**src/rtl/txsa_pkg.sv**
```systemverilog
package txsa_pkg;
  localparam int NIB_W = 4;

  typedef enum logic [2:0] {
    ST_IDLE,
    ST_PASS,
    ST_DEST,
    ST_ADDR,
    ST_BODY
  } txsa_state_e;
endpackage

```
**src/rtl/txsa_nib_delay.sv**
```systemverilog
module txsa_nib_delay #(
  parameter int DEPTH = 12
) (
  input  logic                      clk,
  input  logic                      rst_n,
  input  logic                      ce,
  input  logic                      flush,
  input  logic                      in_v,
  input  logic [txsa_pkg::NIB_W-1:0] in_nib,
  output logic [txsa_pkg::NIB_W-1:0] tap_nib,
  output logic                      tap_v,
  output logic                      next_v
);
  logic [txsa_pkg::NIB_W-1:0] nib_q [DEPTH];
  logic [DEPTH-1:0]           v_q;

  for (genvar g = 0; g < DEPTH; g++) begin : g_stage
    if (g == 0) begin : g_head
      always_ff @(posedge clk or negedge rst_n) begin
        if (!rst_n) begin
          nib_q[g] <= '0;
          v_q[g]   <= 1'b0;
        end else if (flush) begin
          v_q[g]   <= 1'b0;
        end else if (ce) begin
          nib_q[g] <= in_nib;
          v_q[g]   <= in_v;
        end
      end
    end else begin : g_body
      always_ff @(posedge clk or negedge rst_n) begin
        if (!rst_n) begin
          nib_q[g] <= '0;
          v_q[g]   <= 1'b0;
        end else if (flush) begin
          v_q[g]   <= 1'b0;
        end else if (ce) begin
          nib_q[g] <= nib_q[g-1];
          v_q[g]   <= v_q[g-1];
        end
      end
    end
  end

  assign tap_nib = nib_q[DEPTH-1];
  assign tap_v   = v_q[DEPTH-1];
  assign next_v  = v_q[DEPTH-2];
endmodule

```
**src/rtl/txsa_addr_mux.sv**
```systemverilog
module txsa_addr_mux #(
  parameter int ADDR_BYTES = 6,
  parameter int IDX_W      = 4
) (
  input  logic [8*ADDR_BYTES-1:0]     addr,
  input  logic [IDX_W-1:0]            sel,
  output logic [txsa_pkg::NIB_W-1:0]  nib
);
  localparam int NIBS = 2 * ADDR_BYTES;

  logic [txsa_pkg::NIB_W-1:0] nib_arr [NIBS];

  // Octets leave most significant first; within an octet the low nibble leads.
  for (genvar g = 0; g < NIBS; g++) begin : g_nib
    assign nib_arr[g] = addr[8*(ADDR_BYTES-1-g/2) + 4*(g%2) +: 4];
  end

  always_comb begin
    nib = '0;
    for (int i = 0; i < NIBS; i++) begin
      if (sel == IDX_W'(i)) nib = nib_arr[i];
    end
  end
endmodule

```
**src/rtl/txsa_ctrl.sv**
```systemverilog
module txsa_ctrl
  import txsa_pkg::*;
#(
  parameter int DEST_NIBS = 12,
  parameter int ADDR_NIBS = 12,
  parameter int SA_W      = 48,
  parameter int IDX_W     = 4
) (
  input  logic             clk,
  input  logic             rst_n,
  input  logic             ce,
  input  logic             cancel,
  input  logic             cfg_ins,
  input  logic [SA_W-1:0]  sa,
  input  logic             in_en,
  input  logic [NIB_W-1:0] in_nib,
  input  logic [NIB_W-1:0] addr_nib,
  input  logic [NIB_W-1:0] dly_nib,
  input  logic             dly_v,
  input  logic             dly_v_next,
  output logic [SA_W-1:0]  sa_q,
  output logic [IDX_W-1:0] idx,
  output logic             out_en,
  output logic [NIB_W-1:0] out_nib
);
  localparam logic [IDX_W-1:0] DEST_LAST = IDX_W'(DEST_NIBS - 1);
  localparam logic [IDX_W-1:0] ADDR_LAST = IDX_W'(ADDR_NIBS - 1);

  txsa_state_e state;

  always_ff @(posedge clk or negedge rst_n) begin
    if (!rst_n) begin
      state   <= ST_IDLE;
      idx     <= '0;
      sa_q    <= '0;
      out_en  <= 1'b0;
      out_nib <= '0;
    end else if (cancel) begin
      state   <= ST_IDLE;
      idx     <= '0;
      out_en  <= 1'b0;
    end else if (ce) begin
      case (state)
        ST_IDLE: begin
          out_en  <= in_en;
          out_nib <= in_nib;
          if (in_en) begin
            sa_q <= sa;
            if (cfg_ins) begin
              state <= ST_DEST;
              idx   <= IDX_W'(1);
            end else begin
              state <= ST_PASS;
            end
          end
        end
        ST_PASS: begin
          out_en  <= in_en;
          out_nib <= in_nib;
          if (!in_en) state <= ST_IDLE;
        end
        ST_DEST: begin
          out_en  <= in_en;
          out_nib <= in_nib;
          if (!in_en) begin
            state <= ST_IDLE;
            idx   <= '0;
          end else if (idx == DEST_LAST) begin
            state <= ST_ADDR;
            idx   <= '0;
          end else begin
            idx <= idx + 1'b1;
          end
        end
        ST_ADDR: begin
          out_en  <= 1'b1;
          out_nib <= addr_nib;
          if (idx == ADDR_LAST) begin
            idx   <= '0;
            state <= dly_v_next ? ST_BODY : ST_IDLE;
          end else begin
            idx <= idx + 1'b1;
          end
        end
        ST_BODY: begin
          out_en  <= dly_v;
          out_nib <= dly_nib;
          if (!dly_v_next) state <= ST_IDLE;
        end
        default: begin
          state  <= ST_IDLE;
          out_en <= 1'b0;
        end
      endcase
    end
  end
endmodule

```
**src/rtl/txsa_inserter.sv**
```systemverilog
module txsa_inserter #(
  parameter int ADDR_BYTES = 6,
  parameter int DEST_BYTES = 6
) (
  input  logic                          clk,
  input  logic                          rst_n,
  input  logic                          ce,
  input  logic                          cfg_ins,
  input  logic                          cancel,
  input  logic [8*ADDR_BYTES-33:0]      sa_hi,
  input  logic [31:0]                   sa_lo,
  input  logic                          in_en,
  input  logic [txsa_pkg::NIB_W-1:0]    in_nib,
  output logic                          out_en,
  output logic [txsa_pkg::NIB_W-1:0]    out_nib
);
  localparam int SA_W      = 8 * ADDR_BYTES;
  localparam int ADDR_NIBS = 2 * ADDR_BYTES;
  localparam int DEST_NIBS = 2 * DEST_BYTES;
  localparam int MAX_NIBS  = (ADDR_NIBS > DEST_NIBS) ? ADDR_NIBS : DEST_NIBS;
  localparam int IDX_W     = $clog2(MAX_NIBS);

  logic [SA_W-1:0]              sa_q;
  logic [IDX_W-1:0]             idx;
  logic [txsa_pkg::NIB_W-1:0]   addr_nib;
  logic [txsa_pkg::NIB_W-1:0]   dly_nib;
  logic                         dly_v;
  logic                         dly_v_next;

  txsa_nib_delay #(.DEPTH(ADDR_NIBS)) dly_i (
    .clk     (clk),
    .rst_n   (rst_n),
    .ce      (ce),
    .flush   (cancel),
    .in_v    (in_en),
    .in_nib  (in_nib),
    .tap_nib (dly_nib),
    .tap_v   (dly_v),
    .next_v  (dly_v_next)
  );

  txsa_addr_mux #(.ADDR_BYTES(ADDR_BYTES), .IDX_W(IDX_W)) mux_i (
    .addr (sa_q),
    .sel  (idx),
    .nib  (addr_nib)
  );

  txsa_ctrl #(
    .DEST_NIBS (DEST_NIBS),
    .ADDR_NIBS (ADDR_NIBS),
    .SA_W      (SA_W),
    .IDX_W     (IDX_W)
  ) ctrl_i (
    .clk        (clk),
    .rst_n      (rst_n),
    .ce         (ce),
    .cancel     (cancel),
    .cfg_ins    (cfg_ins),
    .sa         ({sa_hi, sa_lo}),
    .in_en      (in_en),
    .in_nib     (in_nib),
    .addr_nib   (addr_nib),
    .dly_nib    (dly_nib),
    .dly_v      (dly_v),
    .dly_v_next (dly_v_next),
    .sa_q       (sa_q),
    .idx        (idx),
    .out_en     (out_en),
    .out_nib    (out_nib)
  );
endmodule

```
**config.mk**
```make
export PLATFORM = sky130hd
export DESIGN_NAME = txsa_inserter
export DESIGN_NICKNAME = d
export VERILOG_FILES = /design/src/rtl/txsa_pkg.sv /design/src/rtl/txsa_nib_delay.sv /design/src/rtl/txsa_addr_mux.sv /design/src/rtl/txsa_ctrl.sv /design/src/rtl/txsa_inserter.sv
export SDC_FILE = /design/constraint.sdc
export NUM_CORES = 1
export LEC_CHECK = 0
export BUFFER_PORTS_ARGS = -buffer_cell sky130_fd_sc_hd__buf_4
export CAP_MARGIN = 20
export CORE_MARGIN = 4
export CORE_UTILIZATION = 50
export CTS_BUF_LIST = sky130_fd_sc_hd__clkbuf_8 sky130_fd_sc_hd__clkbuf_16
export CTS_CLUSTER_SIZE = 30
export DETAILED_ROUTE_END_ITERATION = 10
export GPL_ROUTABILITY_DRIVEN = 1
export GPL_TIMING_DRIVEN = 0
export PLACE_DENSITY = 0.71
export REMOVE_ABC_BUFFERS = 1
export SYNTH_ARGS = -nofsm -noshare
export SYNTH_HDL_FRONTEND = slang
export SYNTH_SLANG_ARGS = --single-unit
```
**constraint.sdc**
```tcl
create_clock -name clk -period 2.47 [get_ports clk]
set_input_delay 0.741 -clock clk [delete_from_list [all_inputs] [get_ports clk]]
set_output_delay 0.741 -clock clk [all_outputs]
set_load 0.02 [all_outputs]
```
* Word level (Yosys, flattened, before mapping) *
Index checks and enable logic that the tools add are counted.

storage, ports and cells
  word-level logic and storage cells = 121
  flip-flop bits (word level) = 120
  input port bits = 58
  output and inout bits = 5

operators by class
  bitwise operators = 1
  multiplexer cells = 58
  equal/unequal tests = 21
  $add $sub $neg = 1
  reduce and logical (&&, ||, !) cells = 11

operators by type and width
  kind                                                                      number
  4-bit two-way mux                                                         18
  3-bit two-way mux                                                         9
  1-bit two-way mux                                                         26
  4-bit case mux with 3 select lines                                        2
  4-bit by 3-bit equality test with 1-bit output (second input constant)    4
  4-bit equality test (second input constant)                               4
  3-bit case mux with 5 select lines                                        1
  3-bit inequality test (second input constant)                             4
  4-bit by 2-bit equality test with 1-bit output (second input constant)    2
  4-bit AND reduction                                                       2
  3-bit by 2-bit equality test with 1-bit output (second input constant)    2
  6-bit AND reduction                                                       1
  4-bit by 1-bit adder with 4-bit output (second input constant)            1
  4-bit by 1-bit equality test with 1-bit output (second input constant)    1
  4-bit zero test                                                           1
  4-bit by 3-bit inequality test with 1-bit output (second input constant)  1
  4-bit nonzero test                                                        1
  3-bit by 1-bit equality test with 1-bit output (second input constant)    1
  3-bit equality test (second input constant)                               1
  3-bit zero test                                                           1
  3-bit by 2-bit inequality test with 1-bit output (second input constant)  1
  1-bit case mux with 3 select lines                                        1
  3-bit AND reduction                                                       1
  3-bit nonzero test                                                        1
  other kinds (5)                                                           5

* Depth between registers and ports, before layout *
Gate-level depths: netlist (run 1).

  depth after elaboration = 14
  depth in mapped cells = 8
  gate-level depth less buffers = 7

* Hierarchy *
A second synthesis (run 1) with hierarchy kept.

unflattened totals
  cell total of the unflattened synthesis = 416
  area total of the unflattened synthesis = 5471.5 µm²

modules (own cells, without submodules)
  module          cells an instance  area each (µm²)  seq. area each (µm²)  instances
  txsa_ctrl       195                2623.8           1501.4                1
  txsa_nib_delay  144                2289.7           1501.4                1
  txsa_addr_mux   77                 558.0            0.0                   1

* Worst setup path after synthesis (run 1) *
Ideal clock, no wire load.

  path kind = input to register
  from = input ce
  to = register ctrl_i.sa_q[28]
  required time = 2343 ps
  cell stages on the path = 7
  path buffers = 4
  setup slack = 488 ps
  arrival = 1854 ps
  path through = buf_4 nor2b_1 buf_2 nand2_1 buf_4 buf_6 mux2_1

between the ends
  longest elaborated chain between the ends = 1

RTL lines
  what                           line                source
  start, declared                txsa_inserter.sv:7  input logic ce,
  4-bit AND reduction (no line)  --
  end signal, assigned           txsa_ctrl.sv:35     sa_q <= '0;
  end signal, assigned           txsa_ctrl.sv:48     sa_q <= sa;
  end, declared                  txsa_ctrl.sv:21     output logic [SA_W-1:0] sa_q,

No other way between the ends.
A chain may end at the register's enable or synchronous reset.

* Worst setup path after layout (run 1) *
  from = register ctrl_i.idx[0]
  to = register ctrl_i.state[2]

between the ends
  longest elaborated chain between the ends = 3
  elaborated cells between the ends (all ways) = 4
  classes of those cells = 3 x eq/ne; 1 x reduce/logical

RTL lines
  what                                                                                                                                   line                              source
  start, declared                                                                                                                        txsa_ctrl.sv:22                   output logic [IDX_W-1:0] idx,
  start signal, assigned                                                                                                                 txsa_ctrl.sv:72                   idx <= idx + 1'b1;
  start signal, assigned                                                                                                                 txsa_ctrl.sv:82                   idx <= idx + 1'b1;
  4-bit equality test *                                                                                                                  txsa_ctrl.sv:68, txsa_ctrl.sv:78
  4-bit by 3-bit inequality test with 1-bit output (no line) / 3-bit by 2-bit inequality test with 1-bit output (equally long branches)  --
  6-bit AND reduction (no line) *                                                                                                        --
  end signal, assigned                                                                                                                   txsa_ctrl.sv:80                   state <= dly_v_next ? ST_BODY : ST_IDLE;
  end, declared                                                                                                                          txsa_ctrl.sv:29                   txsa_state_e state;

Every way passes the cells marked *; elsewhere a longest branch is shown, timed or not.

==> flow_summary.html, run 1 <==
<table>
<tr><th>Metric</th><th>Value</th></tr>
<tr><th colspan="2">Floorplanning</th></tr>
<tr><td>Die X-Extent</td><td>113.3 um</td></tr>
<tr><td>Area of the core</td><td>10840 um^2</td></tr>
<tr><td>Overall die area</td><td>12830 um^2</td></tr>
<tr><td>Initial Util</td><td>51.12%</td></tr>
<tr><td>Site row count</td><td>38</td></tr>
<tr><td>Num ports</td><td>63</td></tr>
<tr><td>Die Y</td><td>113.3 um</td></tr>
<tr><th colspan="2">Routing</th></tr>
<tr><td>Post-route DRC violation count</td><td>0</td></tr>
<tr><td>First drt pass iteration count</td><td>4</td></tr>
<tr><td>Average detailed-routed wire length per instance</td><td>15.30 um</td></tr>
<tr><td>Number of DRC markers after the initial detailed-route iteration</td><td>288</td></tr>
<tr><td>Post-DRT Antenna Nets</td><td>0</td></tr>
<tr><td>Routed Wire Length</td><td>11540 um</td></tr>
<tr><td>Via density</td><td>5.402</td></tr>
<tr><td>Via count</td><td>4073</td></tr>
<tr><th colspan="2">Worst setup path</th></tr>
<tr><td>Startpoint-to-endpoint class of the critical path</td><td>register to register</td></tr>
<tr><td>Element type at the critical path end</td><td>register</td></tr>
<tr><td>Largest fanout on the critical path</td><td>20</td></tr>
<tr><td>Data arrival time of the worst path</td><td>2.72 ns</td></tr>
<tr><td>CP startpoint kind</td><td>register</td></tr>
<tr><td>Required time of the worst setup path</td><td>2.86 ns</td></tr>
<tr><td>Count of cells along the worst register-to-register path</td><td>6</td></tr>
<tr><th colspan="2">STA</th></tr>
<tr><td>Unrepaired setup endpoints after global routing</td><td>no</td></tr>
<tr><td>Worst-case headroom to the max-slew limit</td><td>39.30%</td></tr>
<tr><td>Final Critical Period</td><td>2.322 ns</td></tr>
<tr><td>Final worst clock skew</td><td>0.005333 ns</td></tr>
<tr><td>Final slew viol count</td><td>0</td></tr>
<tr><td>Fmax</td><td>0.4306 GHz</td></tr>
<tr><td>Tcrit/Tclk final</td><td>94.01%</td></tr>
<tr><td>Tightest Pin Transition</td><td>0.9104 ns</td></tr>
<tr><td>Final Hold Vio Count</td><td>0</td></tr>
<tr><td>Total setup violations reported at the end of the flow</td><td>0</td></tr>
<tr><td>Worst hold slack across all endpoints</td><td>0.1963 ns</td></tr>
<tr><th colspan="2">Layout</th></tr>
<tr><td>Most common cell after layout, fill and taps aside</td><td>sky130_fd_sc_hd__nand2_1</td></tr>
<tr><td>Antenna diodes</td><td>0</td></tr>
<tr><td>Relative area change from synthesis to final layout</td><td>20.30%</td></tr>
<tr><td>Fraction of layout cells with a size suffix above 1</td><td>20.85%</td></tr>
<tr><td>Commonest cells after routing, fill and taps aside</td><td>sky130_fd_sc_hd__nand2_1, sky130_fd_sc_hd__dfrtp_1, sky130_fd_sc_hd__buf_4, sky130_fd_sc_hd__nor2_1, sky130_fd_sc_hd__mux2_1</td></tr>
<tr><td>Number of filler cells placed in the layout</td><td>905</td></tr>
<tr><td>Nets</td><td>664</td></tr>
<tr><th colspan="2">Placed design</th></tr>
<tr><td>Port bufs</td><td>62</td></tr>
<tr><td>RD Place Congestion</td><td>0.8144</td></tr>
<tr><td>DP Wirelength</td><td>7832 um</td></tr>
<tr><th colspan="2">Hold path</th></tr>
<tr><td>Class of the tightest hold or removal check</td><td>primary input to asynchronous set/reset pin</td></tr>
<tr><th colspan="2">Global routing</th></tr>
<tr><td>Via count of the first global-routing pass</td><td>4122</td></tr>
<tr><td>Initial antenna violation count</td><td>0</td></tr>
<tr><td>Largest net degree at the start of global routing</td><td>65</td></tr>
<tr><td>Grt ovf</td><td>0</td></tr>
<tr><td>Global-route wire length before repair</td><td>19910 um</td></tr>
<tr><td>Global-route usage over all layers</td><td>19.53%</td></tr>
<tr><th colspan="2">Synth</th></tr>
<tr><td>Mapped Cells</td><td>555</td></tr>
<tr><td>Seq cells post-synth</td><td>120</td></tr>
<tr><td>Number of enable-type register cells in the synthesized netlist</td><td>0</td></tr>
<tr><td>Commonest register cell after synthesis</td><td>sky130_fd_sc_hd__dfrtp_1</td></tr>
<tr><td>Average size of a mapped cell</td><td>9.985 um^2</td></tr>
<tr><td>Number of warning messages in the yosys log</td><td>0</td></tr>
<tr><td>Sequential cell area fraction in the yosys report</td><td>54.19%</td></tr>
<tr><td>Yosys cell types</td><td>56</td></tr>
<tr><td>Share of flip-flops with an asynchronous set or reset after synthesis</td><td>100.0%</td></tr>
<tr><td>Total standard cell area after synthesis</td><td>5542 um^2</td></tr>
<tr><th colspan="2">Power</th></tr>
<tr><td>Worst IR drop on VDD</td><td>0.0006312 V</td></tr>
<tr><td>Overall power after layout</td><td>5.778 mW</td></tr>
<tr><td>Leakage Power</td><td>3.220 nW</td></tr>
<tr><td>Total power density per cell area</td><td>866.7 nW/um^2</td></tr>
<tr><th colspan="2">CTS</th></tr>
<tr><td>Root buf cell</td><td>sky130_fd_sc_hd__clkbuf_8</td></tr>
<tr><td>Number of clock buffers inserted by TritonCTS</td><td>17</td></tr>
<tr><td>Clock tree sinks</td><td>120</td></tr>
<tr><td>Number of buffers inserted to repair setup after CTS</td><td>0</td></tr>
<tr><td>Clock H-tree levels</td><td>4</td></tr>
<tr><td>TritonCTS clock tree</td><td>yes</td></tr>
<tr><td>Clock tree buffer depth</td><td>2</td></tr>
<tr><td>Worst skew pair latency</td><td>0.52 ns</td></tr>
<tr><td>Clock transition at the registers of the reported paths</td><td>0.05 ns</td></tr>
<tr><td>Hold-fix buffers at CTS</td><td>0</td></tr>
<tr><th colspan="2">Job</th></tr>
<tr><td>Maxcap violations</td><td>0</td></tr>
<tr><th colspan="2">Run status</th></tr>
<tr><td>Status</td><td>finished, final reports clean</td></tr>
</table>
[registers in the layout, summed over array words and instances, names as in the netlist]
signal,count
dly_i.next_v,1
ctrl_i.sa_q,48
dly_i.v_q,10
ctrl_i.out_en,1
dly_i.tap_v,1
dly_i.tap_nib,4
ctrl_i.idx,4
ctrl_i.state,3
dly_i.nib_q,44
ctrl_i.out_nib,4
[kinds of logic (layout without fill, tap and decap cells)]
| kind of cell | after synthesis | count (layout) | synth area share, % |
|---|---|---|---|
| buffers and inverters | 50 | 109 | 4.335 |
| adder cells (fa/ha/maj) | 4 | 4 | 0.9032 |
| AO/OA/AOI/OAI | 87 | 87 | 10.30 |
| multiplexers | 61 | 61 | 12.12 |
| flip-flops | 120 | 120 | 54.19 |
| AND/OR/NAND/NOR | 233 | 233 | 18.15 |
[metrics by stage]
stage	worst slack, ns	setup TNS, ns	instance area (um^2)	utilization, %	cells
CTS	0.004017	0	6643	61.28	754
global placement	-4.532	-295.18	5991	55.26	720
floorplan	-2.372	-128.05	5350	-	518
finish	0.1479	0	6666	61.50	754
global route	0.006863	0	6666	61.50	754
detailed placement	-0.2856	-8.584	6075	56.04	723
[critical path, cell delays in order, from the launching register on]
cell	delay, ns
sky130_fd_sc_hd__dfrtp_1	0.47
sky130_fd_sc_hd__ha_2	0.48
sky130_fd_sc_hd__inv_2	0.13
sky130_fd_sc_hd__nor2_1	0.39
sky130_fd_sc_hd__o31a_1	0.26
sky130_fd_sc_hd__a21o_1	0.16
sky130_fd_sc_hd__mux2_1	0.32
[path summary, 6_finish.rpt]
check                                       end  slack [ns]            start
max in group asynchronous       dly_i.nib_q[13]        1.59            rst_n
worst min register to register   dly_i.nib_q[9]        0.46  dly_i.nib_q[13]
worst max register to register  ctrl_i.state[2]        0.15    ctrl_i.idx[0]
worst min-delay path            ctrl_i.sa_q[22]        0.20            rst_n
min in group clk                 ctrl_i.sa_q[3]        0.43         sa_lo[3]
worst max-delay path            ctrl_i.state[2]        0.15    ctrl_i.idx[0]
[metal layers]
| metal | part of all wire, % | GRT usage [%] |
|---|---|---|
| met5 | 0 | 0 |
| met1 | 45 | 26.39 |
| met3 | 5.7 | 6.791 |
| met2 | 48 | 29.23 |
| met4 | 1.2 | 7.292 |
[report_power, final]
part | switching (mW) | total, mW | leakage (nW) | internal (mW)
logic | 0.409 | 0.837 | 1.40 | 0.428
registers | 0.242 | 2.63 | 1.53 | 2.39
clock network | 0.819 | 2.31 | 0.290 | 1.49
[cells in the mapped netlist, types with 9 or more instances]
| master | count | area share, % |
|---|---|---|
| sky130_fd_sc_hd__dfrtp_1 | 120 | 54 |
| sky130_fd_sc_hd__clkbuf_1 | 14 | 0.95 |
| sky130_fd_sc_hd__mux2_2 | 20 | 4.1 |
| sky130_fd_sc_hd__mux2_1 | 29 | 5.9 |
| sky130_fd_sc_hd__o21ai_0 | 17 | 1.5 |
| sky130_fd_sc_hd__mux2i_1 | 12 | 2.2 |
| sky130_fd_sc_hd__o22ai_1 | 9 | 1.0 |
| sky130_fd_sc_hd__nand2_1 | 163 | 11 |
| sky130_fd_sc_hd__nor2_1 | 30 | 2.0 |
| sky130_fd_sc_hd__buf_2 | 15 | 1.4 |
| sky130_fd_sc_hd__inv_1 | 11 | 0.75 |
| sky130_fd_sc_hd__a21oi_1 | 22 | 2.0 |
[cell type report]
type / count / area, um^2 / area share (%)
Clock buffer: 20 / 455.4 / 6.832
Clock inverter: 11 / 107.6 / 1.614
Inverter: 13 / 48.80 / 0.7320
Multi-Input combinational cell: 385 / 2340 / 35.10
Sequential cell: 120 / 3003 / 45.05
Tap cell: 140 / 175.2 / 2.628
Timing Repair Buffer: 65 / 536.8 / 8.052
[what timing repair did]
action                                  in CTS  in global routing
endpoints found under the hold margin        0                  0
resized for setup                            2                  6
endpoints found under the setup margin       4                  4
No activity file was read; power rests on OpenSTA's default activity.
==> run 2, diff against run 1 <==
ABC_AREA = 1   (was default)
==> run 2 against run 1 <==
Effect of this change: clock-buffer cell count fell by 2; total power grew 16%; synthesized cell count grew 14%; maximum frequency rose by 8.2%.
==> flow_summary.html, run 2 <==
<table>
<tr><th>Metric</th><th>Value</th></tr>
<tr><th colspan="2">Synth</th></tr>
<tr><td>Share of flip-flops with an asynchronous set or reset after synthesis</td><td>100.0% (unchanged)</td></tr>
<tr><td>Number of warning messages in the yosys log</td><td>0 (unchanged)</td></tr>
<tr><td>Proportion of netlist area held by the largest area contributor</td><td>54.92% (+0.73 points)</td></tr>
<tr><td>Commonest register cell after synthesis</td><td>sky130_fd_sc_hd__dfrtp_1</td></tr>
<tr><td>Yosys cell types</td><td>28 (-50%)</td></tr>
<tr><td>Average size of a mapped cell</td><td>8.624 um^2 (-14%)</td></tr>
<tr><td>Mapped Cells</td><td>634 (+14%)</td></tr>
<tr><td>Post-synthesis cell type with the largest combined area</td><td>sky130_fd_sc_hd__dfrtp_1</td></tr>
<tr><td>Ranking of synthesized cells by area</td><td>sky130_fd_sc_hd__dfrtp_1, sky130_fd_sc_hd__nand2_1, sky130_fd_sc_hd__mux2_2</td></tr>
<tr><td>Total standard cell area after synthesis</td><td>5468 um^2 (-1.3%)</td></tr>
<tr><td>Number of enable-type register cells in the synthesized netlist</td><td>0 (unchanged)</td></tr>
<tr><td>Top-count cell post-synth</td><td>sky130_fd_sc_hd__nand2_1</td></tr>
<tr><td>Sequential cell area fraction in the yosys report</td><td>54.92% (+0.73 points)</td></tr>
<tr><td>Commonest cells in the synthesized netlist</td><td>sky130_fd_sc_hd__nand2_1, sky130_fd_sc_hd__dfrtp_1, sky130_fd_sc_hd__inv_1</td></tr>
<tr><td>Seq cells post-synth</td><td>120 (unchanged)</td></tr>
<tr><th colspan="2">Routing</th></tr>
<tr><td>Via count</td><td>4157 (+2.1%)</td></tr>
<tr><td>Number of DRC markers after the initial detailed-route iteration</td><td>303 (+5.2%)</td></tr>
<tr><td>Post-route DRC violation count</td><td>0 (unchanged)</td></tr>
<tr><td>Via density</td><td>4.920 (-8.9%)</td></tr>
<tr><td>Routed Wire Length</td><td>11210 um (-2.9%)</td></tr>
<tr><td>Post-DRT Antenna Nets</td><td>0 (unchanged)</td></tr>
<tr><td>Average detailed-routed wire length per instance</td><td>13.26 um (-13%)</td></tr>
<tr><td>First drt pass iteration count</td><td>6 (+2)</td></tr>
<tr><th colspan="2">Placed design</th></tr>
<tr><td>Port bufs</td><td>62 (unchanged)</td></tr>
<tr><td>RD Place Congestion</td><td>0.8068 (-0.93%)</td></tr>
<tr><td>DP Wirelength</td><td>7502 um (-4.2%)</td></tr>
<tr><td>Post-placement cell count</td><td>813 (+12%)</td></tr>
<tr><td>Setup Slack @ Placement</td><td>-0.5644 ns (-0.2788 ns)</td></tr>
<tr><th colspan="2">Worst setup path</th></tr>
<tr><td>Most frequent cell on the critical path</td><td>sky130_fd_sc_hd__nand2_1</td></tr>
<tr><td>Data arrival time of the worst path</td><td>2.56 ns (-0.16 ns)</td></tr>
<tr><td>Count of cells along the worst register-to-register path</td><td>17 (+11)</td></tr>
<tr><td>CP startpoint kind</td><td>register</td></tr>
<tr><td>Largest fanout on the critical path</td><td>8 (-60%)</td></tr>
<tr><td>Startpoint-to-endpoint class of the critical path</td><td>register to register</td></tr>
<tr><td>Gate family responsible for the most delay along the worst path</td><td>simple AND/OR/NAND/NOR gates</td></tr>
<tr><td>Reg2Reg Launch Point</td><td>ctrl_i.idx[1]</td></tr>
<tr><td>Buffers plus inverters on the worst setup path</td><td>3 (+2)</td></tr>
<tr><td>Ordered list of cells on the worst path</td><td>inv_1 &gt; ha_1 &gt; inv_1 &gt; nor2_4 &gt; inv_1 &gt; nor2_1 &gt; nor2_1 &gt; nand2_1 &gt; nand2_1 &gt; nand2_1 &gt; nand2_1 &gt; nand2_1 &gt; nand2_1 &gt; nand2_1 &gt; nand2_1 &gt; nand2_1 &gt; nand2_1</td></tr>
<tr><td>Master of the slowest instance on the critical path</td><td>sky130_fd_sc_hd__dfrtp_1</td></tr>
<tr><td>Element type at the critical path end</td><td>register</td></tr>
<tr><td>Reg2Reg Capture Point</td><td>ctrl_i.out_nib[1]</td></tr>
<tr><td>Required time of the worst setup path</td><td>2.88 ns (+0.02 ns)</td></tr>
<tr><td>Reg2Reg Setup Slack</td><td>0.32 ns (+0.18 ns)</td></tr>
<tr><td>Delay of the slowest cell on the worst path</td><td>0.41 ns (-0.07 ns)</td></tr>
<tr><th colspan="2">Layout</th></tr>
<tr><td>Fraction of layout cells with a size suffix above 1</td><td>18.76% (-2.1 points)</td></tr>
<tr><td>Nets</td><td>758 (+14%)</td></tr>
<tr><td>Antenna diodes</td><td>0 (unchanged)</td></tr>
<tr><td>Register cell area after layout</td><td>3003 um^2 (unchanged)</td></tr>
<tr><td>Non-Filler Instances</td><td>845 (+12%)</td></tr>
<tr><td>Area occupied by multi-input gates</td><td>2096 um^2 (-10%)</td></tr>
<tr><td>Register containing the most flip-flops in the final layout</td><td>ctrl_i.sa_q</td></tr>
<tr><td>Number of filler cells placed in the layout</td><td>886 (-2.1%)</td></tr>
<tr><td>Most common cell after layout, fill and taps aside</td><td>sky130_fd_sc_hd__nand2_1</td></tr>
<tr><td>Relative area change from synthesis to final layout</td><td>22.38%</td></tr>
<tr><td>Commonest cells after routing, fill and taps aside</td><td>sky130_fd_sc_hd__nand2_1, sky130_fd_sc_hd__dfrtp_1, sky130_fd_sc_hd__inv_1, sky130_fd_sc_hd__buf_4, sky130_fd_sc_hd__nor2_1</td></tr>
<tr><td>Max reg flops</td><td>48 (unchanged)</td></tr>
<tr><td>Top Registers</td><td>ctrl_i.sa_q (48), dly_i.nib_q (44), dly_i.v_q (10)</td></tr>
<tr><th colspan="2">Floorplanning</th></tr>
<tr><td>Die X-Extent</td><td>112.6 um (-0.62%)</td></tr>
<tr><td>Die Y</td><td>112.6 um (-0.62%)</td></tr>
<tr><td>Overall die area</td><td>12670 um^2 (-1.2%)</td></tr>
<tr><td>Area of the core</td><td>10510 um^2 (-3.1%)</td></tr>
<tr><td>Num ports</td><td>63 (unchanged)</td></tr>
<tr><td>Site row count</td><td>37 (-2.6%)</td></tr>
<tr><td>Initial Util</td><td>52.03% (+0.91 points)</td></tr>
<tr><th colspan="2">STA</th></tr>
<tr><td>Unrepaired setup endpoints after global routing</td><td>no</td></tr>
<tr><td>Final Critical Period</td><td>2.147 ns (-0.1755 ns)</td></tr>
<tr><td>Final worst clock skew</td><td>0.008891 ns (+0.003558 ns)</td></tr>
<tr><td>Fmax</td><td>0.4659 GHz (+8.2%)</td></tr>
<tr><td>Worst-case headroom to the max-slew limit</td><td>64.31% (+25 points)</td></tr>
<tr><td>Final Hold Vio Count</td><td>0 (unchanged)</td></tr>
<tr><td>Final slew viol count</td><td>0 (unchanged)</td></tr>
<tr><td>Tcrit/Tclk final</td><td>86.91% (-7.1 points)</td></tr>
<tr><td>Tightest Pin Transition</td><td>0.5334 ns (-0.3771 ns)</td></tr>
<tr><td>Total setup violations reported at the end of the flow</td><td>0 (unchanged)</td></tr>
<tr><td>Setup slack of the critical path after layout</td><td>0.3234 ns (+0.1755 ns)</td></tr>
<tr><th colspan="2">Global routing</th></tr>
<tr><td>Grt ovf</td><td>0 (unchanged)</td></tr>
<tr><td>Global-route usage over all layers</td><td>19.07% (-0.46 points)</td></tr>
<tr><td>Initial antenna violation count</td><td>0 (unchanged)</td></tr>
<tr><td>Global-route wire length before repair</td><td>19380 um (-2.7%)</td></tr>
<tr><td>Largest net degree at the start of global routing</td><td>84 (+29%)</td></tr>
<tr><td>Via count of the first global-routing pass</td><td>4089 (-0.80%)</td></tr>
<tr><th colspan="2">Power</th></tr>
<tr><td>Total power density per cell area</td><td>1000 nW/um^2 (+15%)</td></tr>
<tr><td>Leakage Power</td><td>3.440 nW (+6.8%)</td></tr>
<tr><td>Worst IR drop on VDD</td><td>0.0005377 V (-15%)</td></tr>
<tr><th colspan="2">CTS</th></tr>
<tr><td>Clock tree buffer depth</td><td>2 (unchanged)</td></tr>
<tr><td>Worst skew pair latency</td><td>0.52 ns (about the same)</td></tr>
<tr><td>Clock H-tree levels</td><td>4 (unchanged)</td></tr>
<tr><td>Number of clock buffers inserted by TritonCTS</td><td>17 (unchanged)</td></tr>
<tr><td>TritonCTS clock tree</td><td>yes</td></tr>
<tr><td>Hold-fix buffers at CTS</td><td>0 (unchanged)</td></tr>
<tr><td>Clock transition at the registers of the reported paths</td><td>0.06 ns (about the same)</td></tr>
<tr><td>Clock tree sinks</td><td>120 (unchanged)</td></tr>
<tr><td>Root buf cell</td><td>sky130_fd_sc_hd__clkbuf_8</td></tr>
<tr><th colspan="2">Hold path</th></tr>
<tr><td>Class of the tightest hold or removal check</td><td>primary input to asynchronous set/reset pin</td></tr>
<tr><th colspan="2">Run status</th></tr>
<tr><td>Status</td><td>finished, final reports clean</td></tr>
<tr><th colspan="2">Job</th></tr>
<tr><td>Maxcap violations</td><td>0 (unchanged)</td></tr>
</table>
## run 2: cell types whose count changed after synthesis, sizes merged, moves of 15 or more
cell,change
inv,+61
nand2,+59
nor2,+23
nand3,+19
o21ai,+18
buf,-15
## run 2: through the flow
step / util (%) / cell area, um^2 / hold WS, ns / TNS, ns / total power [mW]
after floorplan: - / 5371 / 0.4367 / -214.69 / 3.782
after global routing: 63.67 / 6691 / 0.1277 / 0 / 7.118
after CTS: 63.67 / 6691 / 0.1119 / 0 / 6.771
final: 63.67 / 6691 / 0.1212 / 0 / 6.694
after global placement: 57.16 / 6007 / 0.4482 / -405.03 / 4.170
after detailed placement: 57.97 / 6092 / 0.4576 / -2.716 / 4.262
## run 2: how the worst max path moves through the flow
stage                  startpoint           endpoint  slack [ns]  depth (start not counted)
global route        ctrl_i.idx[1]  ctrl_i.out_nib[1]        0.05                         17
global placement               ce      ctrl_i.out_en       -4.30                          7
detailed placement         cancel      ctrl_i.out_en       -0.56                          7
CTS                 ctrl_i.idx[0]  ctrl_i.out_nib[1]        0.31                         17
finish              ctrl_i.idx[1]  ctrl_i.out_nib[1]        0.32                         17
floorplan                      ce     ctrl_i.sa_q[2]       -2.37                          4
## run 2: report_power, final
part,switching (mW),internal (mW),leakage [nW]
combinational,0.767,0.628,1.61
sequential,0.295,2.54,1.52
clock,0.825,1.64,0.308
## run 2: final cells by class
cell class                      count  share of cell area, %
Multi-Input combinational cell    416                  31.32
Timing Repair Buffer               65                  8.022
Inverter                           76                  4.338
Clock buffer                       18                  6.395
Sequential cell                   120                  44.88
Tap cell                          136                  2.543
Clock inverter                     14                  2.506
## run 2: layer usage
metal | track usage (%) | routed length [um]
met1 | 24.71 | 5068
met2 | 30.13 | 5459
met3 | 5.930 | 519
met4 | 7.212 | 158
met5 | 0 | 0
## run 2: cells by family after synthesis
kind of cell / after synthesis / share of synthesized area [%]
DFF: 120 / 54.92
buffers and inverters: 98 / 6.979
adders and majority gates: 4 / 0.9154
xor gates and xnor gates: 1 / 0.1602
and+or+nand+nor: 306 / 22.84
AOI/OAI and AO/OA: 68 / 6.567
muxes: 37 / 7.620
## run 2: what timing repair did
item	4_1_cts	5_1_grt
setup endpoints to repair	1	0
gates resized for setup	1	0
setup buffers	0	0
==> run 3, diff against run 2 <==
==> constraint.sdc (replaced) <==
create_clock -name clk -period 2.47 [get_ports clk]
set_input_delay 0.247 -clock clk [delete_from_list [all_inputs] [get_ports clk]]
set_output_delay 0.247 -clock clk [all_outputs]
set_load 0.02 [all_outputs]
==> run 3 against run 2 <==
Effect of this change: die area is the same; worst hold slack lost 0.057 ns; clock skew is essentially flat; clock-buffer cell count is the same; routed wire length grew 8.0%; setup slack lost 0.0041 ns; sequential cell count is the same; global-route usage grew 1.3 points; largest cell class unchanged; highest routed layer unchanged.
==> flow_summary.html, run 3 (same netlist as run 2, synthesis figures left out) <==
<table>
<tr><th>Metric</th><th>Value</th></tr>
<tr><th colspan="2">Layout</th></tr>
<tr><td>Register containing the most flip-flops in the final layout</td><td>ctrl_i.sa_q</td></tr>
<tr><td>Relative area change from synthesis to final layout</td><td>32.01%</td></tr>
<tr><td>Most common cell after layout, fill and taps aside</td><td>sky130_fd_sc_hd__nand2_1</td></tr>
<tr><td>Non-Filler Instances</td><td>898 (+6.3%)</td></tr>
<tr><td>Commonest cells after routing, fill and taps aside</td><td>sky130_fd_sc_hd__nand2_1, sky130_fd_sc_hd__dfrtp_1, sky130_fd_sc_hd__inv_1, sky130_fd_sc_hd__buf_4, sky130_fd_sc_hd__dlygate4sd3_1</td></tr>
<tr><td>Fraction of layout cells with a size suffix above 1</td><td>17.45% (-1.3 points)</td></tr>
<tr><td>Antenna diodes</td><td>0 (unchanged)</td></tr>
<tr><td>Top Registers</td><td>ctrl_i.sa_q (48), dly_i.nib_q (44), dly_i.v_q (10)</td></tr>
<tr><td>Nets</td><td>811 (+7.0%)</td></tr>
<tr><td>Max reg flops</td><td>48 (unchanged)</td></tr>
<tr><th colspan="2">Worst setup path</th></tr>
<tr><td>CP startpoint kind</td><td>register</td></tr>
<tr><td>Data arrival time of the worst path</td><td>2.56 ns (about the same)</td></tr>
<tr><td>Element type at the critical path end</td><td>register</td></tr>
<tr><td>Reg2Reg Launch Point</td><td>ctrl_i.idx[0]</td></tr>
<tr><td>Reg2Reg Capture Point</td><td>ctrl_i.out_nib[1]</td></tr>
<tr><td>Count of cells along the worst register-to-register path</td><td>17 (unchanged)</td></tr>
<tr><td>Reg2Reg Setup Slack</td><td>0.32 ns (about the same)</td></tr>
<tr><td>Startpoint-to-endpoint class of the critical path</td><td>register to register</td></tr>
<tr><td>Required time of the worst setup path</td><td>2.88 ns (about the same)</td></tr>
<tr><td>Largest fanout on the critical path</td><td>5 (-3)</td></tr>
<tr><th colspan="2">CTS</th></tr>
<tr><td>Root buf cell</td><td>sky130_fd_sc_hd__clkbuf_8</td></tr>
<tr><td>TritonCTS clock tree</td><td>yes</td></tr>
<tr><td>Worst skew pair latency</td><td>0.52 ns (about the same)</td></tr>
<tr><td>Post-cts gate resize count</td><td>0 (-1)</td></tr>
<tr><td>Clock tree buffer depth</td><td>2 (unchanged)</td></tr>
<tr><td>Number of clock buffers inserted by TritonCTS</td><td>17 (unchanged)</td></tr>
<tr><td>Clock transition at the registers of the reported paths</td><td>0.06 ns (about the same)</td></tr>
<tr><td>Clock tree sinks</td><td>120 (unchanged)</td></tr>
<tr><td>Clock H-tree levels</td><td>4 (unchanged)</td></tr>
<tr><th colspan="2">STA</th></tr>
<tr><td>Fmax</td><td>0.4650 GHz (-0.19%)</td></tr>
<tr><td>Final Critical Period</td><td>2.151 ns (+0.004121 ns)</td></tr>
<tr><td>Total setup violations reported at the end of the flow</td><td>0 (unchanged)</td></tr>
<tr><td>Tightest Pin Transition</td><td>0.7241 ns (+0.1907 ns)</td></tr>
<tr><td>Unrepaired setup endpoints after global routing</td><td>no</td></tr>
<tr><td>Tcrit/Tclk final</td><td>87.07% (+0.17 points)</td></tr>
<tr><td>Setup slack of the critical path after layout</td><td>0.3193 ns (-0.004121 ns)</td></tr>
<tr><td>Final slew viol count</td><td>0 (unchanged)</td></tr>
<tr><td>Final worst clock skew</td><td>0.008667 ns (-0.0002242 ns)</td></tr>
<tr><td>Worst-case headroom to the max-slew limit</td><td>51.67% (-13 points)</td></tr>
<tr><td>Final Hold Vio Count</td><td>0 (unchanged)</td></tr>
<tr><th colspan="2">Global routing</th></tr>
<tr><td>Global-route usage over all layers</td><td>20.37% (+1.3 points)</td></tr>
<tr><td>Grt ovf</td><td>0 (unchanged)</td></tr>
<tr><td>Initial antenna violation count</td><td>0 (unchanged)</td></tr>
<tr><td>Global-route wire length before repair</td><td>20720 um (+6.9%)</td></tr>
<tr><td>Largest net degree at the start of global routing</td><td>84 (unchanged)</td></tr>
<tr><td>Via count of the first global-routing pass</td><td>4388 (+7.3%)</td></tr>
<tr><th colspan="2">Placed design</th></tr>
<tr><td>Post-placement cell count</td><td>813 (unchanged)</td></tr>
<tr><td>Setup Slack @ Placement</td><td>-0.07045 ns (+0.4940 ns)</td></tr>
<tr><td>Port bufs</td><td>62 (unchanged)</td></tr>
<tr><td>RD Place Congestion</td><td>0.8068 (unchanged)</td></tr>
<tr><td>DP Wirelength</td><td>7502 um (unchanged)</td></tr>
<tr><th colspan="2">Power</th></tr>
<tr><td>Leakage Power</td><td>3.660 nW (+6.4%)</td></tr>
<tr><td>Total power density per cell area</td><td>938.7 nW/um^2 (-6.2%)</td></tr>
<tr><td>Worst IR drop on VDD</td><td>0.0005466 V (+1.7%)</td></tr>
<tr><th colspan="2">Floorplanning</th></tr>
<tr><td>Num ports</td><td>63 (unchanged)</td></tr>
<tr><td>Die X-Extent</td><td>112.6 um (unchanged)</td></tr>
<tr><td>Area of the core</td><td>10510 um^2 (unchanged)</td></tr>
<tr><td>Overall die area</td><td>12670 um^2 (unchanged)</td></tr>
<tr><td>Die Y</td><td>112.6 um (unchanged)</td></tr>
<tr><td>Site row count</td><td>37 (unchanged)</td></tr>
<tr><td>Initial Util</td><td>52.03% (unchanged)</td></tr>
<tr><th colspan="2">Routing</th></tr>
<tr><td>Number of DRC markers after the initial detailed-route iteration</td><td>268 (-12%)</td></tr>
<tr><td>Average detailed-routed wire length per instance</td><td>13.48 um (+1.7%)</td></tr>
<tr><td>Via density</td><td>4.900 (-0.40%)</td></tr>
<tr><td>Post-DRT Antenna Nets</td><td>0 (unchanged)</td></tr>
<tr><td>First drt pass iteration count</td><td>4 (-2)</td></tr>
<tr><td>Via count</td><td>4400 (+5.8%)</td></tr>
<tr><td>Post-route DRC violation count</td><td>0 (unchanged)</td></tr>
<tr><td>Routed Wire Length</td><td>12110 um (+8.0%)</td></tr>
<tr><th colspan="2">Hold path</th></tr>
<tr><td>Hold path endpoint</td><td>dly_i.tap_v</td></tr>
<tr><td>Startpoint of the tightest hold check path</td><td>ce</td></tr>
<tr><td>Class of the tightest hold or removal check</td><td>primary input to register</td></tr>
<tr><td>Hold path depth</td><td>4</td></tr>
<tr><th colspan="2">Run status</th></tr>
<tr><td>Status</td><td>finished, final reports clean</td></tr>
<tr><th colspan="2">Job</th></tr>
<tr><td>Maxcap violations</td><td>0 (unchanged)</td></tr>
</table>
[run 3: changes by cell type in the layout (fill, tap and decap cells not counted)]
cell	before	now
sky130_fd_sc_hd__clkinv_2	2	3
sky130_fd_sc_hd__dlygate4sd3_1	0	53
sky130_fd_sc_hd__clkinv_4	1	0
[run 3: final cells by class]
| type | instances | area, um^2 |
|---|---|---|
| tap | 136 | 170.2 |
| sequential | 120 | 3003 |
| timing repair buffer | 118 | 1067 |
| fill | 805 | 3291 |
| inverter | 76 | 286.5 |
| clock inverter | 14 | 167.7 |
| clock buffer | 18 | 427.9 |
| multi-input combinational | 416 | 2096 |
[run 3: metrics by stage]
| stage | util, % | instance area (um^2) | hold WS [ns] | setup TNS [ns] | total power [mW] |
|---|---|---|---|---|---|
| 6_report | 68.69 | 7218 | 0.06443 | 0 | 6.776 |
| 5_1_grt | 68.69 | 7218 | 0.08503 | 0 | 7.182 |
| 4_1_cts | 68.69 | 7218 | 0.04477 | 0 | 6.837 |
| 3_5_place_dp | 57.97 | 6092 | 0.1747 | -0.2456 | 4.262 |
| 3_3_place_gp | 57.16 | 6007 | 0.4482 | -349.70 | 4.170 |
| 2_1_floorplan | - | 5371 | -0.04859 | -161.56 | 3.782 |
[run 3: worst max path at each step]
stage	startpoint	end	slack, ns	cells past startpoint
2_1_floorplan	ce	ctrl_i.sa_q[2]	-1.87	4
3_3_place_gp	ce	ctrl_i.out_en	-3.81	7
3_5_place_dp	cancel	ctrl_i.out_en	-0.07	7
4_1_cts	ctrl_i.idx[0]	ctrl_i.out_nib[1]	0.31	17
5_1_grt	ctrl_i.idx[1]	ctrl_i.out_nib[1]	0.05	17
6_report	ctrl_i.idx[0]	ctrl_i.out_nib[1]	0.32	17
[run 3: worst max-delay path, stage by stage, from the launching register on]
cell                      delay, ns
sky130_fd_sc_hd__dfrtp_1       0.42
sky130_fd_sc_hd__inv_1         0.12
sky130_fd_sc_hd__ha_1          0.29
sky130_fd_sc_hd__nand2_1       0.16
sky130_fd_sc_hd__o21ai_0       0.19
sky130_fd_sc_hd__inv_1         0.05
sky130_fd_sc_hd__nand2_1       0.08
sky130_fd_sc_hd__nand4_1       0.09
sky130_fd_sc_hd__nand2_1       0.09
sky130_fd_sc_hd__nand2_1       0.06
sky130_fd_sc_hd__nand2_1       0.06
sky130_fd_sc_hd__nand2_1       0.05
sky130_fd_sc_hd__nand2_1       0.06
sky130_fd_sc_hd__nand2_1       0.06
sky130_fd_sc_hd__nand2_1       0.07
sky130_fd_sc_hd__nand2_1       0.09
sky130_fd_sc_hd__nand2_1       0.07
sky130_fd_sc_hd__nand2_1       0.04
[run 3: report_power, final]
group	internal, mW	switching (mW)
logic	0.683	0.789
clock network	1.64	0.828
registers	2.54	0.297
[run 3: timing repair]
action / in CTS / in global routing
endpoints found under the hold margin: 89 / 0
hold buffers: 53 / 0
setup buffers: 0 / 0
[run 3: per-layer routing]
metal  up-vias  part of all wire, %  global-route usage (%)
met5         -                    0                       0
met4         0                  1.5                   7.452
met3        19                  3.4                   5.283
met2        77                   50                   33.93
met1      2091                   45                   25.65
li1       2213                    -                       -
